==> src/rtl/fill_dma_pkg.sv <==
package fill_dma_pkg;

   typedef enum logic [1:0] {
      SZ_BYTE = 2'd0,
      SZ_HALF = 2'd1,
      SZ_WORD = 2'd2,
      SZ_BAD  = 2'd3
   } xfer_size_e;

   typedef enum logic [1:0] {
      ST_IDLE  = 2'd0,
      ST_CHECK = 2'd1,
      ST_RUN   = 2'd2
   } chan_state_e;

   function automatic logic [2:0] size_bytes(input logic [1:0] code);
      case (code)
         SZ_BYTE: return 3'd1;
         SZ_HALF: return 3'd2;
         SZ_WORD: return 3'd4;
         default: return 3'd0;
      endcase
   endfunction

   function automatic logic [1:0] low_mask(input logic [1:0] code);
      case (code)
         SZ_HALF: return 2'b10;
         SZ_WORD: return 2'b00;
         default: return 2'b11;
      endcase
   endfunction

endpackage

==> src/rtl/fill_cfg_check.sv <==
module fill_cfg_check import fill_dma_pkg::*; #(
   parameter int INC_W = 8,
   parameter int CNT_W = 16
) (
   input  logic             ext_req,
   input  logic             single,
   input  logic             to_mem,
   input  logic             burst,
   input  logic [1:0]       size,
   input  logic [INC_W-1:0] incr,
   input  logic [1:0]       addr_lo,
   input  logic [CNT_W-1:0] count,
   output logic             legal
);
   localparam logic [INC_W-1:0] STEP_UP   = INC_W'(4);
   localparam logic [INC_W-1:0] STEP_DOWN = ~STEP_UP + 1'b1;

   logic mode_ok, size_ok, step_ok, burst_ok, align_ok, count_ok, negative;

   assign negative = incr[INC_W-1];
   assign mode_ok  = !ext_req && single && to_mem;
   assign size_ok  = (size != SZ_BAD);
   assign step_ok  = (incr != '0);
   assign burst_ok = !burst || (incr == STEP_UP) || (incr == STEP_DOWN);

   always_comb begin
      align_ok = 1'b1;
      count_ok = (count != '0);
      case (size)
         SZ_HALF: begin
            if (negative) align_ok = addr_lo[0];
            if (count[0]) count_ok = 1'b0;
         end
         SZ_WORD: begin
            if (negative) align_ok = &addr_lo;
            if (count[1:0] != 2'b00) count_ok = 1'b0;
         end
         default: ;
      endcase
   end

   assign legal = mode_ok && size_ok && step_ok && burst_ok && align_ok && count_ok;

endmodule

==> src/rtl/fill_gap_timer.sv <==
module fill_gap_timer #(
   parameter int GAP_W = 4
) (
   input  logic             clk,
   input  logic             rst_n,
   input  logic             load,
   input  logic [GAP_W-1:0] gap,
   output logic             idle
);
   logic [GAP_W-1:0] remain;

   always_ff @(posedge clk or negedge rst_n) begin
      if (!rst_n)              remain <= '0;
      else if (load)           remain <= gap;
      else if (remain != '0)   remain <= remain - 1'b1;
   end

   assign idle = (remain == '0);

endmodule

==> src/rtl/fill_addr_gen.sv <==
module fill_addr_gen import fill_dma_pkg::*; #(
   parameter int ADDR_W = 32,
   parameter int INC_W  = 8,
   parameter int CNT_W  = 16
) (
   input  logic              clk,
   input  logic              rst_n,
   input  logic              load,
   input  logic              step,
   input  logic [ADDR_W-1:0] load_addr,
   input  logic [CNT_W-1:0]  load_count,
   input  logic [INC_W-1:0]  incr,
   input  logic [1:0]        size,
   output logic [ADDR_W-1:0] cur_addr,
   output logic [CNT_W-1:0]  remaining,
   output logic              last
);
   localparam int EXT_W = ADDR_W - INC_W;

   logic [ADDR_W-1:0] step_ext;
   logic [CNT_W-1:0]  unit;

   assign step_ext = {{EXT_W{incr[INC_W-1]}}, incr};
   assign unit     = CNT_W'(size_bytes(size));
   assign last     = (remaining == unit);

   always_ff @(posedge clk or negedge rst_n) begin
      if (!rst_n) begin
         cur_addr  <= '0;
         remaining <= '0;
      end else if (load) begin
         cur_addr  <= load_addr;
         remaining <= load_count;
      end else if (step) begin
         cur_addr  <= cur_addr + step_ext;
         remaining <= remaining - unit;
      end
   end

endmodule

==> src/rtl/fill_dma_channel.sv <==
module fill_dma_channel import fill_dma_pkg::*; #(
   parameter int ADDR_W    = 32,
   parameter int DATA_W    = 32,
   parameter int INC_W     = 8,
   parameter int CNT_W     = 16,
   parameter int GAP_W     = 4,
   parameter bit ALIGN_OUT = 1'b1
) (
   input  logic              clk,
   input  logic              rst_n,
   input  logic              start,
   input  logic              err_clear,
   input  logic              cfg_ext_req,
   input  logic              cfg_single,
   input  logic              cfg_to_mem,
   input  logic              cfg_burst,
   input  logic [1:0]        cfg_size,
   input  logic [INC_W-1:0]  cfg_incr,
   input  logic [GAP_W-1:0]  cfg_gap,
   input  logic [CNT_W-1:0]  cfg_count,
   input  logic [ADDR_W-1:0] cfg_addr,
   input  logic [DATA_W-1:0] cfg_fill,
   output logic              bus_valid,
   input  logic              bus_ready,
   output logic [ADDR_W-1:0] bus_addr,
   output logic [DATA_W-1:0] bus_data,
   output logic [1:0]        bus_size,
   output logic              busy,
   output logic              done,
   output logic              cfg_err
);
   generate
      if (INC_W < 4)       $error("INC_W must hold a signed step of 4");
      if (ADDR_W <= INC_W) $error("ADDR_W must exceed INC_W");
      if (CNT_W < 3)       $error("CNT_W must hold a 4-byte total");
      if (GAP_W < 1)       $error("GAP_W must be at least 1");
      if (DATA_W < 8)      $error("DATA_W must be at least one byte");
   endgenerate

   chan_state_e       state;
   logic              ext_q, single_q, to_mem_q, burst_q;
   logic [1:0]        size_q;
   logic [INC_W-1:0]  incr_q;
   logic [GAP_W-1:0]  gap_q;
   logic [DATA_W-1:0] fill_q;
   logic [ADDR_W-1:0] cur_addr;
   logic [CNT_W-1:0]  remaining;
   logic              legal, last, gap_idle, start_ok, accept;

   assign start_ok  = start && (state == ST_IDLE);
   assign bus_valid = (state == ST_RUN) && gap_idle;
   assign accept    = bus_valid && bus_ready;
   assign busy      = (state == ST_RUN);
   assign bus_data  = fill_q;
   assign bus_size  = size_q;

   always_ff @(posedge clk or negedge rst_n) begin
      if (!rst_n) begin
         ext_q    <= 1'b0;
         single_q <= 1'b0;
         to_mem_q <= 1'b0;
         burst_q  <= 1'b0;
         size_q   <= SZ_BYTE;
         incr_q   <= '0;
         gap_q    <= '0;
         fill_q   <= '0;
      end else if (start_ok) begin
         ext_q    <= cfg_ext_req;
         single_q <= cfg_single;
         to_mem_q <= cfg_to_mem;
         burst_q  <= cfg_burst;
         size_q   <= cfg_size;
         incr_q   <= cfg_incr;
         gap_q    <= cfg_gap;
         fill_q   <= cfg_fill;
      end
   end

   always_ff @(posedge clk or negedge rst_n) begin
      if (!rst_n) begin
         state <= ST_IDLE;
      end else begin
         case (state)
            ST_IDLE:  if (start_ok) state <= ST_CHECK;
            ST_CHECK: state <= legal ? ST_RUN : ST_IDLE;
            ST_RUN:   if (accept && last) state <= ST_IDLE;
            default:  state <= ST_IDLE;
         endcase
      end
   end

   always_ff @(posedge clk or negedge rst_n) begin
      if (!rst_n)                   done <= 1'b0;
      else if (start_ok)            done <= 1'b0;
      else if (accept && last)      done <= 1'b1;
   end

   always_ff @(posedge clk or negedge rst_n) begin
      if (!rst_n)                                cfg_err <= 1'b0;
      else if (err_clear)                        cfg_err <= 1'b0;
      else if ((state == ST_CHECK) && !legal)    cfg_err <= 1'b1;
   end

   fill_cfg_check #(.INC_W(INC_W), .CNT_W(CNT_W)) u_check (
      .ext_req (ext_q),
      .single  (single_q),
      .to_mem  (to_mem_q),
      .burst   (burst_q),
      .size    (size_q),
      .incr    (incr_q),
      .addr_lo (cur_addr[1:0]),
      .count   (remaining),
      .legal   (legal)
   );

   fill_addr_gen #(.ADDR_W(ADDR_W), .INC_W(INC_W), .CNT_W(CNT_W)) u_addr (
      .clk        (clk),
      .rst_n      (rst_n),
      .load       (start_ok),
      .step       (accept),
      .load_addr  (cfg_addr),
      .load_count (cfg_count),
      .incr       (incr_q),
      .size       (size_q),
      .cur_addr   (cur_addr),
      .remaining  (remaining),
      .last       (last)
   );

   fill_gap_timer #(.GAP_W(GAP_W)) u_gap (
      .clk   (clk),
      .rst_n (rst_n),
      .load  (accept && !last),
      .gap   (gap_q),
      .idle  (gap_idle)
   );

   generate
      if (ALIGN_OUT) begin : g_align
         assign bus_addr = {cur_addr[ADDR_W-1:2], cur_addr[1:0] & low_mask(size_q)};
      end else begin : g_raw
         assign bus_addr = cur_addr;
      end
   endgenerate

endmodule

==> config.mk <==
export PLATFORM = sky130hd
export DESIGN_NAME = fill_dma_channel
export DESIGN_NICKNAME = d
export VERILOG_FILES = /design/src/rtl/fill_dma_pkg.sv /design/src/rtl/fill_cfg_check.sv /design/src/rtl/fill_gap_timer.sv /design/src/rtl/fill_addr_gen.sv /design/src/rtl/fill_dma_channel.sv
export SDC_FILE = /design/constraint.sdc
export NUM_CORES = 1
export LEC_CHECK = 0
export BUFFER_PORTS_ARGS = -buffer_cell sky130_fd_sc_hd__buf_2
export CAP_MARGIN = 10
export CORE_ASPECT_RATIO = 0.9
export CORE_UTILIZATION = 30
export CTS_CLUSTER_SIZE = 30
export DETAILED_ROUTE_END_ITERATION = 10
export PLACE_DENSITY = 0.5
export SLEW_MARGIN = 20
export SYNTH_ARGS = -nofsm -noshare
export SYNTH_HDL_FRONTEND = slang
export SYNTH_SLANG_ARGS = --single-unit
==> constraint.sdc <==
create_clock -name clk -period 3.3 [get_ports clk]
set_clock_uncertainty 0.2 [all_clocks]
set_input_delay 0 -clock clk [delete_from_list [all_inputs] [get_ports clk]]
set_output_delay 0 -clock clk [all_outputs]
set_load 0.05 [all_outputs]
==> run summary <==
======================================================================================================
Type of destination of the critical path                                                          flop
Total negative setup slack                                                                        0 ns
Root Buffer                                                                                  clkbuf_16
Fillers                                                                                           2232
Number of sinks handled by clock tree synthesis                                                    106
Yosys warning total                                                                                  0
Synth-to-layout area growth                                                                      33.3%
Number of different library cells in the post-synthesis netlist                                     62
Detailed-placement wirelength estimate                                                        14300 µm
Synth Instances                                                                                    802
Crit path kind                                                                            flop to flop
Async set or reset register ratio after synthesis                                                 100%
Clock transition at the register clock pins on the worst setup and hold paths after CTS        0.08 ns
Total area of sequential cells                                                                2650 µm²
Number of diodes added for antenna fixing                                                            0
Placeable Area                                                                               21800 µm²
Endpoint arrival time on the critical path                                                     3.18 ns
Max FO, Critical Path                                                                                7
RSZ-0062 raised after global routing                                                                no
Highest achievable clock rate                                                                0.323 GHz
Final Wtd Congestion                                                                             0.832
Avg WL per Cell                                                                                14.9 µm
Port bufs                                                                                          172
Nature of the critical path startpoint                                                            flop
DRC viols                                                                                            0
Post-layout power                                                                              6.28 mW
Insertion delay to the later sink of the worst-skew pair                                       0.36 ns
Minimum clock period                                                                           3.10 ns
Global router's overall resource usage                                                           17.3%
Flip-flop cell with the highest count after synthesis                                          dfrtp_1
Worst VDD drop                                                                                0.253 mV
Final #Nets                                                                                       1184
Wire length reported by the detailed router                                                   19800 µm
Total area of multi-input combinational cells                                                 3570 µm²
Sequential cell area fraction in the yosys report                                                39.3%
Std cell rows                                                                                       51
H-tree levels                                                                                        3
Number of antenna violations at the first check in global routing                                    0
Starting Density                                                                                 30.9%
Pin count of the biggest net entering global routing                                                65
Post-route fraction of the period consumed by the critical path                                  93.8%
Static leakage                                                                                 4.30 nW
Count of maximum capacitance violations                                                              0
Remaining global-route overflow                                                                      0
Total iterations of the first detailed-routing run                                                   5
Final Slew Violations                                                                                0
Num CTS Buffers                                                                                      9
Syn Nets                                                                                           947
Wire length of the first global-routing pass                                                  31800 µm
Width of the die                                                                                160 µm
Ports                                                                                              173
CTS tree                                                                                           yes
Result of the run                                                                            completed
Class of the worst hold path                                                              input pin to flop
Number of failing setup endpoints in the final timing report                                         0
Actual slew at the worst max-slew pin                                                         0.755 ns
Via count of the first global-routing pass                                                        6097
Power per unit of standard cell area                                                        699 nW/µm²
Syn Std Cell Area                                                                             6750 µm²
Die extent in y                                                                                 144 µm
Count of nets left with antenna violations after detail routing                                      0
Leading cell type in the layout, fill and taps excluded                                        nand2_1
Seq cells post-synth                                                                               106
Largest buffer count on any clock path                                                               2
Number of synthesized flops with an enable pin                                                       0
Via density per instance                                                                          4.73
Relative slew slack                                                                              49.7%
Most frequent cells in the layout                                                         193 x nand2_1, 171 x buf_2, 106 x dfrtp_1
Die Footprint                                                                                23100 µm²
Syn avg cell area                                                                             8.42 µm²
Final Hold Viols                                                                                     0
Proportion of layout cells with a drive suffix above 1                                           21.6%
Detailed-route via count                                                                          6318
Required time of the critical path                                                             3.39 ns
Number of DRC markers after the initial detailed-route iteration                                   252
Worst-case register-to-register setup slack                                                    0.20 ns
======================================================================================================
[repair_timing]
action | CTS | global route
hold endpoints to repair | 153 | 0
gates resized for setup | 0 | 0
hold buffers | 100 | 0
buffers inserted | 0 | 0
[per-stage QoR]
stage	cell area, µm²	cells	worst slack [ns]	hold slack [ns]	util, %
4_1_cts	8990	1335	0.219	0.00444	41.2
5_1_grt	8990	1335	0.0165	0.0374	41.2
3_5_place_dp	7720	1219	0.240	-0.0698	35.4
2_1_floorplan	6750	802	0.135	-0.496	-
3_3_place_gp	7720	1219	0.265	-0.0770	35.4
6_report	8990	1335	0.205	0.00487	41.2
[report_power, final]
| group | internal [mW] | switching (mW) | leakage (nW) | total, mW |
|---|---|---|---|---|
| combinational | 1.21 | 2.18 | 2.90 | 3.39 |
| sequential | 1.60 | 0.242 | 1.28 | 1.84 |
| clock | 0.523 | 0.527 | 0.125 | 1.05 |
| total | 3.33 | 2.95 | 4.30 | 6.28 |
[worst paths after layout]
kind	start	end	depth (start not counted)
max	incr_q[7]	u_addr.cur_addr[31]	10
min	bus_ready	u_addr.remaining[4]	5
max reg2reg	incr_q[7]	u_addr.cur_addr[31]	10
min reg2reg	bus_data[5]	bus_data[5]	2
max in group asynchronous	rst_n	u_addr.cur_addr[12]	3
min in group asynchronous	rst_n	bus_data[15]	2
[cells by family after synthesis]
group	synth area share, %
AO/OA/AOI/OAI	17.2
flip-flops	39.3
XOR/XNOR	5.06
AND/OR/NAND/NOR	21.8
adder cells (fa/ha/maj)	8.01
multiplexers	0.797
buffers and inverters	7.80
[worst max-delay path, stage by stage, from the launching register on]
cell,delay [ns]
dfrtp_1,0.45
buf_4,0.20
ha_1,0.35
a21oi_1,0.10
o21ai_0,0.27
a221oi_1,0.15
a311o_2,0.46
a21oi_2,0.17
nor3_1,0.08
or4_1,0.52
nand3_1,0.09
[flip-flops by register name, summed over array words and instances (netlist names)]
signal,count
burst_q,1
bus_data,32
bus_size,2
cfg_err,1
done,1
ext_q,1
gap_q,4
incr_q,8
single_q,1
state,2
to_mem_q,1
u_addr.cur_addr,32
u_addr.remaining,16
u_gap.remain,4
[metal layers]
metal	share of wire, %	global-route usage (%)	wire [µm]
met2	46	27.7	9030
met3	2.7	2.49	526
met4	1.6	5.01	327
met1	50	24.2	9950
met5	0	0	0
[cells in the mapped netlist (2+ instances only)]
library cell	number	area share (%)
nand2_1	194	11
dfrtp_1	106	39
a21oi_1	63	4.7
o21ai_0	53	3.9
nor2_1	43	2.4
ha_1	40	7.4
buf_4	32	3.6
xnor2_1	25	3.2
clkbuf_1	24	1.3
inv_1	19	1.1
a21o_1	15	1.7
o22ai_1	15	1.4
nand3_1	14	1.0
nand4_1	14	1.3
xor2_1	14	1.8
nor3_1	13	0.96
a31oi_1	11	1.0
nor2b_1	9	0.83
a22oi_1	7	0.78
o21bai_1	7	0.78
and3_1	6	0.56
buf_6	6	1.0
nor4_1	6	0.56
or4_1	6	0.67
nand2b_1	4	0.37
or3_1	4	0.37
a211oi_1	3	0.33
buf_2	3	0.22
mux2_2	3	0.50
o211ai_1	3	0.33
o21a_1	3	0.33
a221oi_1	2	0.26
and2_1	2	0.19
clkbuf_8	2	0.41
fa_1	2	0.59
mux2i_1	2	0.30
nor3b_1	2	0.22
[layout make-up]
| type | count | area share (%) |
|---|---|---|
| multi-input combinational | 608 | 39.7 |
| sequential | 106 | 29.5 |
| timing repair buffer | 295 | 22.9 |
| tap | 291 | 4.05 |
| clock buffer | 12 | 2.63 |
| inverter | 19 | 0.807 |
| clock inverter | 4 | 0.389 |
Power figures use the tool's default switching activity.
